[config.mk]
export PLATFORM = sky130hd
export DESIGN_NAME = arb_slave_sel
export DESIGN_NICKNAME = d
export VERILOG_FILES = /design/src/rtl/arb_sel_pkg.sv /design/src/rtl/arb_mode_sel.sv /design/src/rtl/arb_pick.sv /design/src/rtl/arb_hold.sv /design/src/rtl/arb_slave_sel.sv
export SDC_FILE = /design/constraint.sdc
export NUM_CORES = 1
export LEC_CHECK = 0
export ABC_AREA = 1
export CORE_ASPECT_RATIO = 0.7
export CORE_MARGIN = 5
export CORE_UTILIZATION = 49
export CTS_BUF_LIST = sky130_fd_sc_hd__clkbuf_4 sky130_fd_sc_hd__clkbuf_8
export DETAILED_ROUTE_END_ITERATION = 6
export DONT_BUFFER_PORTS = 1
export PLACE_DENSITY = 0.69
export SYNTH_ARGS = -nofsm -noshare
export SYNTH_HDL_FRONTEND = slang
export SYNTH_SLANG_ARGS = --single-unit
[constraint.sdc]
create_clock -name clk_i -period 3.41 [get_ports clk_i]
set_input_delay 0.682 -clock clk_i [delete_from_list [all_inputs] [get_ports clk_i]]
set_output_delay 0.682 -clock clk_i [all_outputs]
set_load 0.05 [all_outputs]
[src/rtl/arb_sel_pkg.sv]
package arb_sel_pkg;

  typedef enum logic [1:0] {
    POL_FIXED = 2'd0,
    POL_RR    = 2'd1,
    POL_DYN   = 2'd2
  } pol_e;

  typedef enum logic [1:0] {
    GR_XFER  = 2'd0,
    GR_TRANS = 2'd1,
    GR_LEN   = 2'd2
  } gran_e;

  localparam logic [1:0] HT_IDLE   = 2'd0;
  localparam logic [1:0] HT_BUSY   = 2'd1;
  localparam logic [1:0] HT_NONSEQ = 2'd2;
  localparam logic [1:0] HT_SEQ    = 2'd3;

  function automatic pol_e decode_pol(input logic [1:0] code);
    case (code)
      2'd1:    return POL_RR;
      2'd2:    return POL_DYN;
      default: return POL_FIXED;
    endcase
  endfunction

  function automatic gran_e decode_gran(input logic [1:0] code);
    case (code)
      2'd1:    return GR_TRANS;
      2'd2:    return GR_LEN;
      default: return GR_XFER;
    endcase
  endfunction

endpackage

[src/rtl/arb_mode_sel.sv]
module arb_mode_sel
  import arb_sel_pkg::*;
#(
  parameter int unsigned N  = 4,
  parameter int unsigned LW = 2,
  parameter int unsigned CW = 4
) (
  input  logic [N-1:0]    req_i,
  input  logic [N*LW-1:0] level_i,
  input  logic [N*CW-1:0] len_i,
  input  logic            auto_i,
  input  logic [1:0]      policy_i,
  input  logic [1:0]      gran_i,
  output pol_e            pol_o,
  output gran_e           gran_o
);

  logic          seen;
  logic          differ;
  logic          any_len;
  logic [LW-1:0] ref_lvl;

  always_comb begin
    seen    = 1'b0;
    differ  = 1'b0;
    any_len = 1'b0;
    ref_lvl = '0;
    for (int i = 0; i < int'(N); i++) begin
      if (req_i[i]) begin
        if (!seen) begin
          seen    = 1'b1;
          ref_lvl = level_i[i*LW +: LW];
        end else if (level_i[i*LW +: LW] != ref_lvl) begin
          differ = 1'b1;
        end
        if (len_i[i*CW +: CW] != '0) any_len = 1'b1;
      end
    end
  end

  always_comb begin
    if (auto_i) begin
      pol_o  = differ  ? POL_DYN : POL_RR;
      gran_o = any_len ? GR_LEN  : GR_TRANS;
    end else begin
      pol_o  = decode_pol(policy_i);
      gran_o = decode_gran(gran_i);
    end
  end

endmodule

[src/rtl/arb_pick.sv]
module arb_pick
  import arb_sel_pkg::*;
#(
  parameter int unsigned N  = 4,
  parameter int unsigned LW = 2,
  localparam int unsigned IW = $clog2(N)
) (
  input  logic            clk_i,
  input  logic            rst_ni,
  input  logic [N-1:0]    req_i,
  input  logic [N*LW-1:0] level_i,
  input  logic [IW-1:0]   start_i,
  input  pol_e            pol_i,
  output logic            any_o,
  output logic [IW-1:0]   win_o
);

  logic [LW-1:0] max_lvl;
  logic [N-1:0]  elig;
  logic [IW-1:0] st;

  always_comb begin
    max_lvl = '0;
    for (int i = 0; i < int'(N); i++) begin
      if (req_i[i] && level_i[i*LW +: LW] > max_lvl) max_lvl = level_i[i*LW +: LW];
    end
  end

  always_comb begin
    for (int i = 0; i < int'(N); i++) begin
      elig[i] = req_i[i] && ((pol_i != POL_DYN) || (level_i[i*LW +: LW] == max_lvl));
    end
    st = (pol_i == POL_FIXED) ? '0 : start_i;
  end

  // Single rotating scan serves all three policies
  always_comb begin
    int j;
    any_o = 1'b0;
    win_o = '0;
    for (int k = 0; k < int'(N); k++) begin
      j = int'(st) + k;
      if (j >= int'(N)) j = j - int'(N);
      if (!any_o && elig[j]) begin
        any_o = 1'b1;
        win_o = IW'(j);
      end
    end
  end

  AST_WIN_REQUESTS: assert property (@(posedge clk_i) disable iff (!rst_ni)
    any_o |-> req_i[win_o]);
  AST_FIXED_LOWEST: assert property (@(posedge clk_i) disable iff (!rst_ni)
    (any_o && pol_i == POL_FIXED) |-> ((req_i & ((N'(1) << win_o) - N'(1))) == '0));
  AST_NONE_IDLE: assert property (@(posedge clk_i) disable iff (!rst_ni)
    (req_i == '0) |-> !any_o);

endmodule

[src/rtl/arb_hold.sv]
module arb_hold
  import arb_sel_pkg::*;
#(
  parameter int unsigned CW = 4
) (
  input  logic          clk_i,
  input  logic          rst_ni,
  input  logic          locked_i,
  input  logic [1:0]    own_trans_i,
  input  logic          ready_i,
  input  logic          load_i,
  input  gran_e         gran_i,
  input  logic [CW-1:0] len_i,
  output logic          done_o
);

  gran_e         gran_q;
  logic [CW-1:0] cnt_q;
  logic          started_q;
  logic          beat;
  logic          trans_end;

  assign beat      = ready_i && (own_trans_i == HT_NONSEQ || own_trans_i == HT_SEQ);
  assign trans_end = started_q && ready_i && (own_trans_i == HT_IDLE || own_trans_i == HT_NONSEQ);

  always_comb begin
    done_o = 1'b0;
    if (locked_i) begin
      case (gran_q)
        GR_TRANS: done_o = trans_end;
        GR_LEN:   done_o = beat && (cnt_q == CW'(1));
        default:  done_o = beat;
      endcase
    end
  end

  always_ff @(posedge clk_i or negedge rst_ni) begin
    if (!rst_ni) begin
      gran_q    <= GR_XFER;
      cnt_q     <= '0;
      started_q <= 1'b0;
    end else if (load_i) begin
      gran_q    <= gran_i;
      cnt_q     <= (len_i == '0) ? CW'(1) : len_i;
      started_q <= 1'b0;
    end else if (locked_i && beat) begin
      started_q <= 1'b1;
      if (cnt_q > CW'(1)) cnt_q <= cnt_q - CW'(1);
    end
  end

  AST_CNT_NONZERO: assert property (@(posedge clk_i) disable iff (!rst_ni)
    (locked_i && gran_q == GR_LEN) |-> (cnt_q != '0));
  AST_END_NEEDS_READY: assert property (@(posedge clk_i) disable iff (!rst_ni)
    done_o |-> ready_i);
  AST_TRANS_NEEDS_BEAT: assert property (@(posedge clk_i) disable iff (!rst_ni)
    (locked_i && gran_q == GR_TRANS && !started_q) |-> !done_o);
  AST_GRAN_HELD: assert property (@(posedge clk_i) disable iff (!rst_ni)
    !load_i |=> $stable(gran_q));

endmodule

[src/rtl/arb_slave_sel.sv]
module arb_slave_sel
  import arb_sel_pkg::*;
#(
  parameter int unsigned N  = 4,
  parameter int unsigned LW = 2,
  parameter int unsigned CW = 4,
  localparam int unsigned IW = $clog2(N)
) (
  input  logic            clk_i,
  input  logic            rst_ni,
  input  logic [N-1:0]    req_i,
  input  logic [2*N-1:0]  trans_i,
  input  logic [N*LW-1:0] level_i,
  input  logic [N*CW-1:0] len_i,
  input  logic            ready_i,
  input  logic            auto_i,
  input  logic [1:0]      policy_i,
  input  logic [1:0]      gran_i,
  output logic [N-1:0]    grant_o,
  output logic [IW-1:0]   grant_idx_o
);

  logic [IW-1:0] owner_q;
  logic [IW-1:0] ptr_q;
  logic          locked_q;
  logic          owner_req;
  logic          hold_done;
  logic          arb_pt;
  logic          any_req;
  logic [IW-1:0] win;
  logic [CW-1:0] win_len;
  logic [1:0]    own_trans;
  pol_e          pol;
  gran_e         gran;

  arb_mode_sel #(.N(N), .LW(LW), .CW(CW)) u_mode (
    .req_i    (req_i),
    .level_i  (level_i),
    .len_i    (len_i),
    .auto_i   (auto_i),
    .policy_i (policy_i),
    .gran_i   (gran_i),
    .pol_o    (pol),
    .gran_o   (gran)
  );

  arb_pick #(.N(N), .LW(LW)) u_pick (
    .clk_i   (clk_i),
    .rst_ni  (rst_ni),
    .req_i   (req_i),
    .level_i (level_i),
    .start_i (ptr_q),
    .pol_i   (pol),
    .any_o   (any_req),
    .win_o   (win)
  );

  always_comb begin
    win_len   = '0;
    own_trans = HT_IDLE;
    owner_req = 1'b0;
    for (int i = 0; i < int'(N); i++) begin
      if (win == IW'(i))     win_len   = len_i[i*CW +: CW];
      if (owner_q == IW'(i)) begin
        own_trans = trans_i[2*i +: 2];
        owner_req = req_i[i];
      end
    end
  end

  assign arb_pt = !locked_q || !owner_req || hold_done;

  arb_hold #(.CW(CW)) u_hold (
    .clk_i       (clk_i),
    .rst_ni      (rst_ni),
    .locked_i    (locked_q),
    .own_trans_i (own_trans),
    .ready_i     (ready_i),
    .load_i      (arb_pt && any_req),
    .gran_i      (gran),
    .len_i       (win_len),
    .done_o      (hold_done)
  );

  always_ff @(posedge clk_i or negedge rst_ni) begin
    if (!rst_ni) begin
      owner_q  <= '0;
      ptr_q    <= '0;
      locked_q <= 1'b0;
    end else if (arb_pt) begin
      if (any_req) begin
        owner_q  <= win;
        locked_q <= 1'b1;
        ptr_q    <= (win == IW'(N-1)) ? '0 : win + IW'(1);
      end else begin
        locked_q <= 1'b0;
      end
    end
  end

  for (genvar g = 0; g < int'(N); g++) begin : g_grant
    assign grant_o[g] = (owner_q == IW'(g));
  end
  assign grant_idx_o = owner_q;

  AST_GRANT_ONEHOT: assert property (@(posedge clk_i) disable iff (!rst_ni)
    $onehot(grant_o));
  AST_IDX_RANGE: assert property (@(posedge clk_i) disable iff (!rst_ni)
    grant_idx_o < IW'(N-1) || grant_idx_o == IW'(N-1));
  AST_HOLD_KEEPS: assert property (@(posedge clk_i) disable iff (!rst_ni)
    (locked_q && owner_req && !hold_done) |=> $stable(grant_idx_o));
  AST_PARK: assert property (@(posedge clk_i) disable iff (!rst_ni)
    (req_i == '0) |=> $stable(grant_idx_o));
  AST_DROP_REARB: assert property (@(posedge clk_i) disable iff (!rst_ni)
    (locked_q && !owner_req && any_req) |=> (grant_idx_o == $past(win)));

endmodule

==> flow_summary.toml <==
[run_status]
outcome = "finished, violations left"
violations = "negative setup slack"

[job]
cap_viol_max_count = 0

[timing]
setup_viol = 12
hold_ws_ns = 0.134
period_share_pct = 153
rsz0062_at_grt = "yes"
fin_setup_tns_ns = -16.07
slew_headroom_pct = 28.2
finClkSkew_ns = 0.00159
fmax_ghz = 0.191
worstMarginPinSlew_ns = 1.07
finalHoldViolCount = 0
setup_ws_ns = -1.81
maxSlewViolCount = 0
fin_crit_ns = 5.22

[placed_design]
dp_cells = 426
hpwlAfterDp_um = 5290
dp_slack_ns = -1.73
placed_area_um2 = 2520
gp_congestion = 0.972
port-buffer-count = 0

[clock_tree]
cts.path.max_buffers = 2
clk-insertion-delay-late_ns = 0.24
cts_buffers = 3
cts-root-buf = "clkbuf_8"
cts_tree = "done"
clk_pin_slew_ns = 0.05
ctsHoldBuffers = 0
h-tree-depth = 1
numClockSinks = 12

[pwr]
p_sw_mw = 1.75
power_frac_clock_pct = 4.8
power_mw = 3.24
comb_power_share_pct = 86.5
leakagePower_nw = 1.61
p_int_mw = 1.49
switching_share_pct = 54.1
power.density_nw_per_um2 = 982
ir_worst_vdd_mv = 1.16
pwr-share-seq_pct = 8.7

[global_route]
grt_first_pass_wirelength_um = 12700
overflow = 0
antenna_found_initial = 0
grtUsageTotal_pct = 28.9
grt_max_degree = 13
grt_pass1_vias = 2621

[worst_setup_path]
cp_max_fo = 8
endpoint_kind = "flip-flop"
cpPeakStageDelay_ns = 0.36
r2r_slack_ns = 0.23
criticalPathCategory = "primary input to flip-flop"
reg2reg_to = "u_hold.cnt_q[0]"
cp-startpoint = "level_i[0]"
timing.critical_path.mode_cell = "nand2_2"
critPathBufInv = 4
cp_top_family = "simple AND/OR/NAND/NOR gates"
ff2ff_path_depth = 19
cpMaxStageDelayCell = "o311ai_1"
cp-start-kind = "primary input"
arrival_ns = 5.38
cp.depth = 40
required_ns = 3.57
timing.rr.start = "ptr_q[1]"

[die]
rows = 19
initial_core_util_pct = 50.4
pin_count = 50
core_um2 = 3900
die_x_um = 85.7
dieHeight_um = 63.0
die_area_um2 = 5390

[finish]
final_util_pct = 84.5
layout-drive-gt1-share_pct = 47.3
area_growth_pct = 67.9
antennaDiodeCount = 0
fin_cells = 458
stdcell_area_um2 = 3300
nNetsFinal = 465

[routing]
wl_um = 9320
viasPerCell = 6.28
ant_nets = 0
vias = 2875
dr.pass1.iters = 5
routedWlPerCell_um = 20.3
drt_iter0_drc = 281
drc = 0

[yosys]
yosysUniqueCellTypes = 33
ys.warnings.count = 0
synthArstFlopShare_pct = 100
synth.avg_cell_area_um2 = 5.81
ys_seq_area_share_pct = 15.3
synthesis.instances = 338
ys_ff_latch = 12
synth_edf_count = 0
ys.flop_type = "dfrtp_1"
syn_area_um2 = 1960
synth_nets = 396

[min_path]
hold_path.class = "primary input to asynchronous set/reset pin"
[kinds of logic after synthesis]
family | Yosys count | share of synthesized area (%)
XOR/XNOR | 3 | 1.34
adder cells (fa/ha/maj) | 14 | 8.92
buffers and inverters | 50 | 10.5
flip-flops | 12 | 15.3
AND/OR/NAND/NOR | 218 | 50.5
AO/OA/AOI/OAI | 41 | 13.4
[registers in the layout, indices dropped and copies added, names as in the netlist]
name / flops
u_hold.cnt_q: 4
locked_q: 1
ptr_q: 2
grant_idx_o: 2
u_hold.started_q: 1
u_hold.gran_q: 2
[cells in the mapped netlist (2+ instances only)]
master	instances	area, um^2
nand2_1	106	398
nand3_1	69	345
inv_1	45	169
nor2_1	18	67.6
a21oi_1	16	80.1
ha_1	14	175
dfrtp_1	12	300
o21ai_0	8	40.0
nand2_2	7	43.8
nand4_1	5	31.3
nor3_1	4	20.0
o21ai_1	4	20.0
inv_2	3	11.3
nor4_1	3	18.8
a21oi_2	2	17.5
a21oi_4	2	32.5
a22oi_1	2	15.0
nand3_2	2	20.0
xor2_1	2	17.5
[cell type report]
type | instances | area (um^2)
Clock buffer | 4 | 55.1
Inverter | 48 | 206
Fill cell | 211 | 603
Multi-Input combinational cell | 277 | 2130
Tap cell | 52 | 65.1
Timing Repair Buffer | 64 | 531
Sequential cell | 12 | 300
Timing Repair inverter | 1 | 8.76
[power by group through the flow]
stage	combinational, mW	clock, mW	sequential [mW]
after detailed placement	1.81	0	0.275
after global routing	2.98	0.170	0.286
final	2.80	0.155	0.282
after CTS	2.26	0.157	0.275
after global placement	1.78	0	0.271
after floorplan	1.34	0	0.304
[metal layers]
| metal | global-route usage, % | vias to the layer above | share of wire [%] |
|---|---|---|---|
| met3 | 6.98 | 49 | 13 |
| met5 | 0 | - | 0 |
| met2 | 47.3 | 244 | 45 |
| li1 | - | 1277 | - |
| met4 | 6.13 | 0 | 4.1 |
| met1 | 38.5 | 1305 | 38 |
[how the worst max path moves through the flow]
stage / endpoint / slack [ns]
final: u_hold.cnt_q[0] / -1.81
after global routing: u_hold.cnt_q[0] / -2.00
after CTS: u_hold.cnt_q[0] / -1.23
after detailed placement: u_hold.cnt_q[0] / -1.73
after global placement: u_hold.cnt_q[0] / -1.63
after floorplan: u_hold.cnt_q[0] / -1.41
[placed cells by master, fill, tap and decap left out, types with 3 or more instances in the layout]
cell and count:
nand3_1 33, inv_2 4, a21oi_2 4, clkbuf_8 4
a21oi_4 4, nand3_2 26, nand2_2 32, o21ai_0 7
buf_4 54, nand3_4 12, nand2_8 3, nand2_4 14
ha_1 4, nand4_1 5, inv_1 38, o21ai_1 5
nor3_1 4, ha_4 10, buf_6 8, nand2_1 66
dfrtp_1 12, nor4_1 3, nor2_1 15, a21oi_1 12
[what timing repair did]
| action | 4_1_cts | 5_1_grt |
|---|---|---|
| pin swaps | 36 | 46 |
| buffers inserted | 21 | 7 |
| resized for setup | 59 | 49 |
| endpoints found under the setup margin | 12 | 12 |
| cloned | 2 | 0 |
(Power assumes the default switching activity.)
